`src/rtl/fsu_pkg.sv`:
```
package fsu_pkg;

  // Strobes from control to datapath
  typedef struct packed {
    logic arm;      // latch pointers, start a pending substitution
    logic consume;  // a pending substitution is used by this fetch
    logic wbLoad;   // register the stepped pointer pair for write-back
  } fsuStrobes_t;

  typedef enum logic [1:0] {
    STEP_HOLD  = 2'b00,
    STEP_INC   = 2'b01,
    STEP_DEC   = 2'b10,
    STEP_HOLDX = 2'b11
  } stepCode_t;

endpackage

```
`src/rtl/fsu_ctrl.sv`:
```
module fsu_ctrl
  import fsu_pkg::*;
(
  input  logic        clk,
  input  logic        rstN,
  input  logic        fetchValid,
  input  logic        opValid,
  input  logic        opCond,
  output fsuStrobes_t strobes,
  output logic        pending,
  output logic        wbValid
);

  logic pendingQ;
  logic wbValidQ;
  logic opFires;

  assign opFires = opValid && opCond;

  always_comb begin
    strobes.arm     = opFires;
    strobes.consume = fetchValid && pendingQ;
    strobes.wbLoad  = opFires;
  end

  // Arming wins over consumption: a fetch in the same cycle uses the old state
  always_ff @(posedge clk) begin
    if (!rstN) begin
      pendingQ <= 1'b0;
      wbValidQ <= 1'b0;
    end else begin
      wbValidQ <= opFires;
      if (strobes.arm)          pendingQ <= 1'b1;
      else if (strobes.consume) pendingQ <= 1'b0;
    end
  end

  assign pending = pendingQ;
  assign wbValid = wbValidQ;

endmodule

```
`src/rtl/fsu_datapath.sv`:
```
module fsu_datapath
  import fsu_pkg::*;
#(
  parameter int WORD_W = 32,
  parameter int PTR_W  = 9,
  parameter int STEP_W = 2
) (
  input  logic              clk,
  input  logic              rstN,
  input  fsuStrobes_t       strobes,
  input  logic              pending,
  input  logic [WORD_W-1:0] fetchWord,
  input  logic [WORD_W-1:0] opD,
  input  logic [WORD_W-1:0] opS,
  output logic [WORD_W-1:0] issuedWord,
  output logic [WORD_W-1:0] wbData
);

  localparam int NUM_PTR  = 2;
  localparam int FIELDS_W = NUM_PTR * PTR_W;
  localparam int UPPER_W  = WORD_W - FIELDS_W;

  // Field index 0 is the S pointer (low bits), index 1 is the D pointer
  logic [FIELDS_W-1:0] armedQ;
  logic [FIELDS_W-1:0] stepped;
  logic [WORD_W-1:0]   wbDataQ;

  function automatic logic [PTR_W-1:0] stepPtr(input logic [PTR_W-1:0] ptr,
                                               input logic [STEP_W-1:0] code);
    case (stepCode_t'(code))
      STEP_INC: stepPtr = ptr + PTR_W'(1);
      STEP_DEC: stepPtr = ptr - PTR_W'(1);
      default:  stepPtr = ptr;
    endcase
  endfunction

  // D pointer takes the lowest control pair, S pointer the next one
  for (genvar i = 0; i < NUM_PTR; i++) begin : g_step
    localparam int CTRL_LO = (NUM_PTR - 1 - i) * STEP_W;
    assign stepped[i*PTR_W +: PTR_W] =
      stepPtr(opD[i*PTR_W +: PTR_W], opS[CTRL_LO +: STEP_W]);
  end

  always_ff @(posedge clk) begin
    if (!rstN) begin
      armedQ  <= '0;
      wbDataQ <= '0;
    end else begin
      if (strobes.arm)    armedQ  <= opD[FIELDS_W-1:0];
      if (strobes.wbLoad) wbDataQ <= {opD[WORD_W-1:FIELDS_W], stepped};
    end
  end

  assign issuedWord = pending ? {fetchWord[WORD_W-1:FIELDS_W], armedQ} : fetchWord;
  assign wbData     = wbDataQ;

  logic [UPPER_W-1:0] unusedS;
  assign unusedS = opS[WORD_W-1:FIELDS_W];

endmodule

```
`src/rtl/field_subst_unit.sv`:
```
module field_subst_unit
  import fsu_pkg::*;
#(
  parameter int WORD_W = 32,
  parameter int PTR_W  = 9,
  parameter int STEP_W = 2
) (
  input  logic              clk,
  input  logic              rstN,
  input  logic              fetchValid,
  input  logic [WORD_W-1:0] fetchWord,
  input  logic              opValid,
  input  logic              opCond,
  input  logic [WORD_W-1:0] opD,
  input  logic [WORD_W-1:0] opS,
  output logic [WORD_W-1:0] issuedWord,
  output logic              wbValid,
  output logic [WORD_W-1:0] wbData
);

  fsuStrobes_t strobes;
  logic        pending;

  fsu_ctrl u_ctrl (
    .clk        (clk),
    .rstN       (rstN),
    .fetchValid (fetchValid),
    .opValid    (opValid),
    .opCond     (opCond),
    .strobes    (strobes),
    .pending    (pending),
    .wbValid    (wbValid)
  );

  fsu_datapath #(
    .WORD_W (WORD_W),
    .PTR_W  (PTR_W),
    .STEP_W (STEP_W)
  ) u_dp (
    .clk        (clk),
    .rstN       (rstN),
    .strobes    (strobes),
    .pending    (pending),
    .fetchWord  (fetchWord),
    .opD        (opD),
    .opS        (opS),
    .issuedWord (issuedWord),
    .wbData     (wbData)
  );

endmodule

```
`config.mk`:
```
export PLATFORM = sky130hd
export DESIGN_NAME = field_subst_unit
export DESIGN_NICKNAME = d
export VERILOG_FILES = /design/src/rtl/fsu_pkg.sv /design/src/rtl/fsu_ctrl.sv /design/src/rtl/fsu_datapath.sv /design/src/rtl/field_subst_unit.sv
export SDC_FILE = /design/constraint.sdc
export NUM_CORES = 1
export LEC_CHECK = 0
export ABC_AREA = 1
export BUFFER_PORTS_ARGS = -buffer_cell sky130_fd_sc_hd__buf_2
export CAP_MARGIN = 5
export CORE_MARGIN = 2
export CORE_UTILIZATION = 49
export CTS_CLUSTER_DIAMETER = 150
export CTS_CLUSTER_SIZE = 10
export DETAILED_ROUTE_END_ITERATION = 8
export PLACE_DENSITY = 0.86
export SLEW_MARGIN = 20
export SYNTH_ARGS = -nofsm -noshare
export SYNTH_HDL_FRONTEND = slang
export SYNTH_SLANG_ARGS = --single-unit
```
`constraint.sdc`:
```
create_clock -name clk -period 3.6 [get_ports clk]
set_input_delay 0.18 -clock clk [delete_from_list [all_inputs] [get_ports clk]]
set_output_delay 0.18 -clock clk [all_outputs]
set_load 0.01 [all_outputs]
```
; ---- Word level (Yosys, flattened, before mapping)
; Cells that the tools add are included.
; Widths: inputs -> output; s select.
[word_totals]
register_bits = 52
elab_cells = 20
output_inout_bits = 65
in_bits = 101
[classes]
n_addsub = 4
n_eq_ne = 4
muxes = 5
reduce_logical = 3
[op_table]
columns = operator, n
row1 = $pmux 9 s2, 2
row2 = $add 9x1->9 const B, 2
row3 = $mux 18, 1
row4 = $sub 9x1->9 const B, 2
row5 = $eq 2x1->1 const B, 2
row6 = $eq 2x2->1 const B, 2
row7 = $logic_and 1x1->1, 2
row8 = $mux 1, 2
row9 = $reduce_bool 2->1, 1

; ---- Depth between registers and ports, before layout
; Gate-level depths: netlist of run 1.
[depth]
depth_word = 3
mapped_depth = 17
ltp_nobuf = 17

; ---- Cells and area by module
; A second synthesis of run 1 with hierarchy kept.
[hier_totals]
cells_unflattened = 483
area_unflattened_um2 = 3245.6
[by_module_without_submodules]
columns = mod, area_each_um2, instances, cells_each, seq_area_each_um2
row1 = fsu_datapath, 3154.3, 1, 470, 1001.0
row2 = fsu_ctrl, 91.3, 1, 13, 40.0

; ---- Worst setup path after synthesis of run 1
; Ideal clock, no wire load.
[synth_timing]
path_kind = input-to-reg
startpoint = in opS[0]
endpoint = reg u_dp.wbDataQ[17], in the netlist u_dp.wbData[17]
setup_ns = 0.132
t_arrival_ns = 1.502
setup_slack_ns = 1.966
path_buffers = 1
required_time_ns = 3.468
cell_stages = 17
cell_sequence = inv_1 -> ha_1 -> buf_6 -> nand2_1 -> nand2_1 -> inv_1 -> ha_1 -> inv_1 -> nand2_1 -> nand3_1 -> nand2_2 -> nand2_1 -> nand2_1 -> nand2_1 -> nand3_1 -> nand2_1 -> a21oi_2
[synth_via]
elab_chain_cells = 2
[synth_lines]
columns = element, line_no
row1 = start: declaration, field_subst_unit.sv:15  ; input logic [WORD_W-1:0] opS,
row2 = $eq 2x2->1 or $eq 2x1->1 (tied branches), fsu_datapath.sv:30  ; case (stepCode_t'(code))
row3 = $pmux 9 s2 (*), fsu_datapath.sv:30
row4 = end signal: assignment, fsu_datapath.sv:50  ; if (strobes.wbLoad) wbDataQ <= {opD[WORD_W-1:FIELDS_W], stepped};
row5 = end: declaration, fsu_datapath.sv:26  ; logic [WORD_W-1:0] wbDataQ;
; Every way passes the cells marked *; elsewhere a longest branch is shown, timed or not.
; A chain may end at the register's enable or synchronous reset.

; ---- Worst setup path after layout of run 1
[layout_timing]
startpoint = in opS[0]
endpoint = reg u_dp.wbDataQ[15], in the netlist u_dp.wbData[15]
; Same word-level chain as after synthesis.

==> results by stage, run 1 <==
Floorplan:
- The total I/O pin count is 166.
- The die covers 7070 um^2.
- The initial utilization of the core area, before any placement, comes to 0.501.
- The overall die width is 84.1 um.
- The floorplan core area is 6280 um^2.
- Row generation in the floorplan step produced 29 rows.
- The die height is 84.1 um.

Worst setup path:
- The critical path in this run is classified as in -> reg.
- STA puts the critical path data required time at 3820 ps.
- Along the worst path, the maximum fanout reaches 13.
- The critical path data arrival time is 2190 ps.
- The startpoint kind of the worst setup timing path is an input pin.
- STA classifies the critical path endpoint as a flip-flop.
- The most critical setup path has its startpoint at opS[0].
- The worst register-to-register path begins at u_ctrl.pending.

Timing:
- Setup repair after global routing left no endpoint under its margin.
- In the finished design, the share of the clock period the worst path needs comes to 0.546.
- The worst pin sits at a relative slew slack of 0.590.
- At the pin with the least slew margin, the transition time is 612 ps.
- Setup slack on the critical path of the routed design comes to 1630 ps.
- The number of max-slew violations in the final report is 0.
- Setup violations remaining at the end of the flow were counted as 0.
- The final-layout setup total negative slack is 0 ps.
- Across the routed clock network, the largest skew measured is 0 ps.
- The worst path needs 1970 ps of the cycle, external delays included.
- The upper clock frequency limit is 509 MHz.
- The final-report hold violation count came to 0.

Min path:
- The type of the tightest min-delay check is in -> reg.
- In this run the most critical hold path is launched from fetchValid.

Global routing:
- The met1 usage is 0.283.
- The layer carrying the most global-route usage is met2.
- The aggregate global routing overflow is 0.
- For this run, global-route usage on met2 was measured as 0.371.
- In the global route stage, overall resource usage came out at 0.222.
- The number of global-route vias before repair is 2927.
- The first global-routing pass estimated 13.1 mm of wire.
- The met3 routing resource usage after global routing is 0.0485.
- The number of antenna violations at the first check in global routing is 0.
- The pin count of the biggest net entering global routing is 66.

Logic synthesis:
- The synthesized design contains 52 register bits.
- The sequential fraction of the synthesis area is 0.331.
- In this run, synthesis inferred 0 flip-flops with an integrated enable.
- In this run the mean area of a mapped cell was 6.50 um^2.
- Synthesis produced a netlist whose cell count is 484.
- By area, the combinational part of the netlist is dominated by simple AND/OR/NAND/NOR gates.
- The unique cell type count in the Yosys netlist is 27.
- Of the total synthesized cell area, the portion taken by XOR and XNOR cells is 0.0279.
- The most used flip-flop cell after synthesis is sky130_fd_sc_hd__dfxtp_1.
- The compound-cell area share of the yosys netlist was 0.181.
- Of the total synthesized cell area, the portion taken by full adders, half adders and majority gates is 0.0239.
- The Yosys step of the flow raised 0 warnings.
- The post-synthesis cell area is 3140 um^2.
- When the netlist entered floorplanning its net count stood at 591.
- The fraction of registers with async set/reset is 0.
- The simple-gate area share of the yosys netlist is 0.267.
- The multiplexer share of the synthesized area is 0.0287.

CTS:
- No sink is reached through more buffers than the 2 on the longest clock path.
- The clock insertion delay at the later pin of the skew report is 300 ps.
- Once the clock tree was built, the resizer swapped 0 gates to a different size.
- TritonCTS built the clock tree.
- The number of sinks on the clock net is 52.
- After clock tree synthesis, the clock-pin slew on the worst setup and hold paths is 90 ps.
- The number of H-tree branching levels is 2.
- The count of hold buffers inserted by post-cts repair is 0.
- The library cell used as clock root buffer is sky130_fd_sc_hd__clkbuf_8.
- The number of buffers created by CTS is 5.
- The number of setup buffers added after CTS is 0.

Run status:
- The run finished with clean final reports.

Job:
- The number of max-cap violations is 0.

Route:
- The detailed router finished its first iteration with 166 violations.
- Across all layers, the routed design uses 3241 vias.
- After detailed routing, the number of remaining DRC violations is 0.
- The routed design has 7.82 mm of wire.
- The detail route stage leaves a number of antenna-violating nets equal to 0.
- After detailed routing, the average wire length per cell comes to 12.2 um.
- The first-pass detailed-route iteration total is 4.
- Dividing the detail-routed via count by the number of cells gives 5.06.

Cells and area:
- Fill cells in the final layout number 620.
- After routing the design area is 3670 um^2.
- Compared with the post-synthesis result, the final layout area differs by 16.7%.
- The fraction of final layout cells sized beyond drive strength 1 is 0.257.
- Across the whole layout, storage elements account for 1040 um^2.
- The number of nets in the layout is 671.
- The multi-input combinational cells in the finished layout cover a total of 1670 um^2.
- The number of antenna repair diodes is 0.

Power and ir drop:
- IR analysis of the VDD net gives a maximum drop of 0.252 mV.
- The leakage power is 1.95 nW.
- Dividing total power by cell area gives a power density of 351 nW/um^2.

Placed design:
- The final weighted congestion of routability-driven global placement is 0.903.
- The placed standard-cell area is 3590 um^2.
- After legalization and detailed placement, the total HPWL measured 5.72 mm.
- The count of buffers added on input and output ports is 109.
- Before CTS, the worst setup slack after placement is 1350 ps.
## critical path, cell delays in order
cell and delay (ps):
sky130_fd_sc_hd__buf_2 100, sky130_fd_sc_hd__inv_1 60, sky130_fd_sc_hd__ha_1 450, sky130_fd_sc_hd__inv_1 230
sky130_fd_sc_hd__nand2_1 160, sky130_fd_sc_hd__nand2_1 80, sky130_fd_sc_hd__inv_1 60, sky130_fd_sc_hd__ha_1 130
sky130_fd_sc_hd__inv_1 40, sky130_fd_sc_hd__nand2_1 90, sky130_fd_sc_hd__nand3_1 100, sky130_fd_sc_hd__nand2_2 90
sky130_fd_sc_hd__nand2_1 80, sky130_fd_sc_hd__nand2_1 60, sky130_fd_sc_hd__nand2_1 50, sky130_fd_sc_hd__nand3_1 60
sky130_fd_sc_hd__nand2_1 50, sky130_fd_sc_hd__a21oi_1 110
## report_power, final
| part | internal [mW] | total [mW] | switching [mW] |
|---|---|---|---|
| clock | 0.132 | 0.319 | 0.187 |
| combinational | 0.134 | 0.335 | 0.201 |
| sequential | 0.613 | 0.635 | 0.0211 |
| total | 0.880 | 1.29 | 0.409 |
## cell usage after synthesis, types with 3 or more instances
cell type	number	share of area
sky130_fd_sc_hd__nand2_2	4	0.0080
sky130_fd_sc_hd__o21ai_0	44	0.070
sky130_fd_sc_hd__nor2_1	54	0.064
sky130_fd_sc_hd__ha_1	6	0.024
sky130_fd_sc_hd__inv_1	56	0.067
sky130_fd_sc_hd__buf_1	3	0.0036
sky130_fd_sc_hd__nand3_1	24	0.038
sky130_fd_sc_hd__clkbuf_1	13	0.016
sky130_fd_sc_hd__xor2_1	7	0.019
sky130_fd_sc_hd__buf_2	6	0.0096
sky130_fd_sc_hd__mux2_2	8	0.029
sky130_fd_sc_hd__nor2_4	3	0.011
sky130_fd_sc_hd__buf_4	14	0.033
sky130_fd_sc_hd__nand2_1	114	0.14
sky130_fd_sc_hd__xnor2_1	3	0.0084
sky130_fd_sc_hd__a211oi_1	3	0.0072
sky130_fd_sc_hd__nor2_2	5	0.0099
sky130_fd_sc_hd__a21oi_1	51	0.081
sky130_fd_sc_hd__dfxtp_1	52	0.33
## metrics by stage
step           hold WS, ps  power [mW]   util  std cells
5_1_grt                127        1.37  0.584        641
6_report               110        1.29  0.584        641
3_5_place_dp           360       0.981  0.571        634
4_1_cts                113        1.30  0.584        641
3_3_place_gp           360       0.972  0.571        634
2_1_floorplan          318       0.880      -        484
## final cells by class
class,count,area share
timing repair buffer,111,0.153
multi-input combinational,335,0.454
sequential,52,0.284
clock buffer,5,0.0188
inverter,59,0.0604
tap,77,0.0263
clock inverter,2,0.00341
## layout by cell type, fill, tap and decap left out
| cell type | instances |
|---|---|
| sky130_fd_sc_hd__xnor2_1 | 3 |
| sky130_fd_sc_hd__clkinvlp_4 | 1 |
| sky130_fd_sc_hd__mux2_2 | 8 |
| sky130_fd_sc_hd__clkinv_1 | 2 |
| sky130_fd_sc_hd__nand2_2 | 5 |
| sky130_fd_sc_hd__o21bai_1 | 2 |
| sky130_fd_sc_hd__inv_1 | 56 |
| sky130_fd_sc_hd__dfxtp_2 | 1 |
| sky130_fd_sc_hd__inv_2 | 1 |
| sky130_fd_sc_hd__xor2_1 | 7 |
| sky130_fd_sc_hd__ha_1 | 6 |
| sky130_fd_sc_hd__nor2_1 | 54 |
| sky130_fd_sc_hd__o211ai_1 | 2 |
| sky130_fd_sc_hd__nor2_4 | 3 |
| sky130_fd_sc_hd__buf_4 | 2 |
| sky130_fd_sc_hd__clkbuf_8 | 5 |
| sky130_fd_sc_hd__nand3_1 | 24 |
| sky130_fd_sc_hd__a211oi_1 | 3 |
| sky130_fd_sc_hd__a21oi_1 | 51 |
| sky130_fd_sc_hd__clkinv_2 | 1 |
| sky130_fd_sc_hd__nand2_1 | 113 |
| sky130_fd_sc_hd__o21a_1 | 1 |
| sky130_fd_sc_hd__nor2_2 | 5 |
| sky130_fd_sc_hd__dfxtp_1 | 51 |
| sky130_fd_sc_hd__buf_2 | 109 |
| sky130_fd_sc_hd__o21ai_0 | 44 |
| sky130_fd_sc_hd__o21ai_2 | 2 |
| sky130_fd_sc_hd__a21oi_2 | 2 |
## registers in the layout, summed over array words and instances, names as in the netlist
signal          flops
u_ctrl.pending      1
u_ctrl.wbValid      1
u_dp.armedQ        18
u_dp.wbData        32
## final timing paths
check	end	slack, ps	cells after the start
hold / removal	u_ctrl.pending	110	4
setup reg to reg	u_ctrl.pending	2560	2
setup / recovery	u_dp.wbData[15]	1630	18
hold reg to reg	u_dp.armedQ[11]	460	2
## layer usage
metal	part of all wire	routed length, um
met1	0.45	3560
met2	0.46	3590
met3	0.067	525
met4	0.019	148
met5	0	0
## cells by family after synthesis
family | after synthesis
buffers and inverters | 97
AOI/OAI and AO/OA | 107
muxes | 8
xor gates and xnor gates | 10
adders and majority gates | 6
and+or+nand+nor | 204
DFF | 52
(Power assumes the default switching activity.)
==> run 2, diff against run 1 <==
- CORE_UTILIZATION: 49 -> 41
- PLACE_DENSITY: 0.86 -> 0.77
- clock period: 3.6 -> 1.7 ns (I/O delays scaled with it)
==> run 2 against run 1 <==
Net effect:
- clock skew stayed put
- register-to-register slack worse by 1900 ps
- clock-buffer cell count stayed put
- flip-flop and latch count stayed put
- highest routed layer unchanged
- final cell count is 5.3% higher
- clock power is 120% higher
- critical path type is now reg -> out
==> results by stage, run 2 (synthesized netlist as in run 1, its figures left out) <==
Cells and area:
- Compared with the post-synthesis result, the final layout area differs by 20.8%.
- The library cells used most frequently in the layout, excluding fill and tap cells, are sky130_fd_sc_hd__nand2_1, sky130_fd_sc_hd__buf_2, sky130_fd_sc_hd__inv_1.
- The non-filler instance count after layout is 675.
- The flip-flop count of the largest register, all copies and words added is 32.
- The final layout contains 683 nets.
- The library cell used most frequently in the layout, excluding fill and tap cells, is sky130_fd_sc_hd__nand2_1.
- In the final layout, the share of cells above drive strength 1 is 0.271.
- The number of antenna diodes in the final layout is 0.

CTS:
- The clock insertion delay at the later pin of the skew report is 300 ps.
- The number of clock buffers added by TritonCTS is 5.
- After clock tree synthesis, the flow added hold-fix buffers numbering 0.
- After clock tree synthesis, the setup repair step added 0 buffers.
- The library cell used as clock root buffer is sky130_fd_sc_hd__clkbuf_8.
- The clock transition at the registers of the reported paths is 90 ps.
- CTS saw 52 sinks.
- The count of cells resized by post-cts repair is 0.
- In this run the deepest clock path goes through 2 buffers.
- The number of H-tree branching levels is 2.
- TritonCTS built the clock tree.

Timing:
- The worst slack on hold paths is 28.7 ps.
- The final number of setup-violating endpoints is 0.
- For the final database, setup skew stands at 0 ps.
- For the pin with the worst max-slew slack, the measured transition is 654 ps.
- The upper clock frequency limit is 621 MHz.
- The final-report hold violation count is 0.
- The time the final worst path needs with I/O delays and setup is 1610 ps.
- Setup repair after global routing left no endpoint under its margin.
- Measured against its own limit, the worst slew margin works out to 0.561.
- The final-layout setup total negative slack is 0 ps.
- The final cycle utilization of the critical path is 0.948.
- The number of max-slew violations in the final report is 0.
- Setup slack on the critical path of the routed design comes to 88.8 ps.

Route:
- Wires add up to 8.28 mm.
- The first-pass detailed-route iteration total is 4.
- The total via count in the routed design is 3265.
- In this run the remaining antenna-violating nets after routing total 0.
- The via density per instance is 4.84.
- The number of violations reported at the end of detailed-routing iteration 0 is 138.
- The mean routed wirelength per cell is 12.3 um.
- For this run, design rule violations remaining after detail routing come to 0.

Placed design:
- The half-perimeter wire length after detailed placement is 6.25 mm.
- The final weighted congestion of routability-driven global placement is 0.921.
- Before CTS, the worst setup slack after placement is -11.6 ps.
- Buffers placed on the I/O ports in this run total 109.
- The number of cells after detailed placement is 668.

Min path:
- The type of the tightest min-delay check is in -> reg.

Power and ir drop:
- The worst-case IR drop observed on VDD is 0.294 mV.
- The analysis attributes to cell leakage a power of 2.01 nW.
- The total power of the final layout is 2.79 mW.
- For this design the ratio of total power to cell area is 736 nW/um^2.

Floorplan:
- The die is 91.6 um tall.
- The overall die area is 8390 um^2.
- The overall die width is 91.6 um.
- The number of cell rows is 31.
- The effective utilization at floorplan is 0.429.
- In this run the standard cell core region covers 7330 um^2.
- The total I/O pin count is 166.

Job:
- Max-cap violations in this run came to 0.

Global routing:
- The global-route total usage across every layer is 0.190.
- In the global route stage, met3 resource usage came out at 0.0382.
- The aggregate global routing overflow is 0.
- The met1 usage is 0.247.
- For this run, global-route usage on met2 was measured as 0.320.
- Entering global routing, the biggest net connects 46 pins.
- met2 is the most crowded layer.
- The first-pass GRT wire length is 13.2 mm.
- The number of global-route vias before repair was 2873.
- The number of antenna violations at the first check in global routing was 0.

Worst setup path:
- For the worst setup path, the data required time is 1620 ps.
- The worst setup path is launched from a flip-flop.
- Along the worst path, the maximum fanout reaches 23.
- At the worst endpoint, the arrival time is 1530 ps.
- The critical path is of the reg -> out type.
- The sort of element at the end of the critical path is a primary output.

Run status:
- The flow ran to the end, and the final reports show no timing, DRC or antenna violations.
run 2: changes by cell type in the layout (fill, tap and decap cells not counted):
| cell | previous run | this run |
|---|---|---|
| sky130_fd_sc_hd__buf_4 | 2 | 13 |
| sky130_fd_sc_hd__buf_12 | 0 | 1 |
| sky130_fd_sc_hd__dfxtp_2 | 1 | 0 |
| sky130_fd_sc_hd__dfxtp_1 | 51 | 52 |
run 2: area by class of cell:
type	count	area, um^2
Sequential cell	52	1040
Inverter	59	221
Tap cell	99	124
Timing Repair Buffer	123	663
Clock inverter	2	12.5
Fill cell	757	3530
Multi-Input combinational cell	335	1670
Clock buffer	5	68.8
run 2: worst paths after layout:
| check | startpoint | to | slack, ps | cells after the start |
|---|---|---|---|---|
| max | u_ctrl.pending | issuedWord[9] | 90 | 3 |
| min reg2reg | u_dp.armedQ[10] | u_dp.armedQ[10] | 460 | 2 |
| min | opD[30] | u_dp.wbData[30] | 30 | 3 |
| max reg2reg | u_ctrl.pending | u_ctrl.pending | 710 | 3 |
run 2: power by group:
| part | internal, mW | switching [mW] | total [mW] |
|---|---|---|---|
| clock network | 0.280 | 0.428 | 0.708 |
| registers | 1.30 | 0.0379 | 1.34 |
| logic | 0.307 | 0.443 | 0.749 |
run 2: critical path: stages (launching register included):
cell and delay, ps:
sky130_fd_sc_hd__dfxtp_1 540, sky130_fd_sc_hd__buf_12 210, sky130_fd_sc_hd__mux2_2 330, sky130_fd_sc_hd__buf_2 140
run 2: through the flow:
stage,utilization,area [um^2]
6_report,0.518,3800
4_1_cts,0.518,3800
2_1_floorplan,-,3140
5_1_grt,0.518,3800
3_3_place_gp,0.507,3720
3_5_place_dp,0.507,3720
run 2: per-layer routing:
layer  share of wire  vias to the layer above  wire, um
li1                -                     1696         -
met1            0.46                     1444      3810
met2            0.46                      119      3810
met3           0.073                        6       602
met4          0.0077                        0        64
met5               0                        -         0
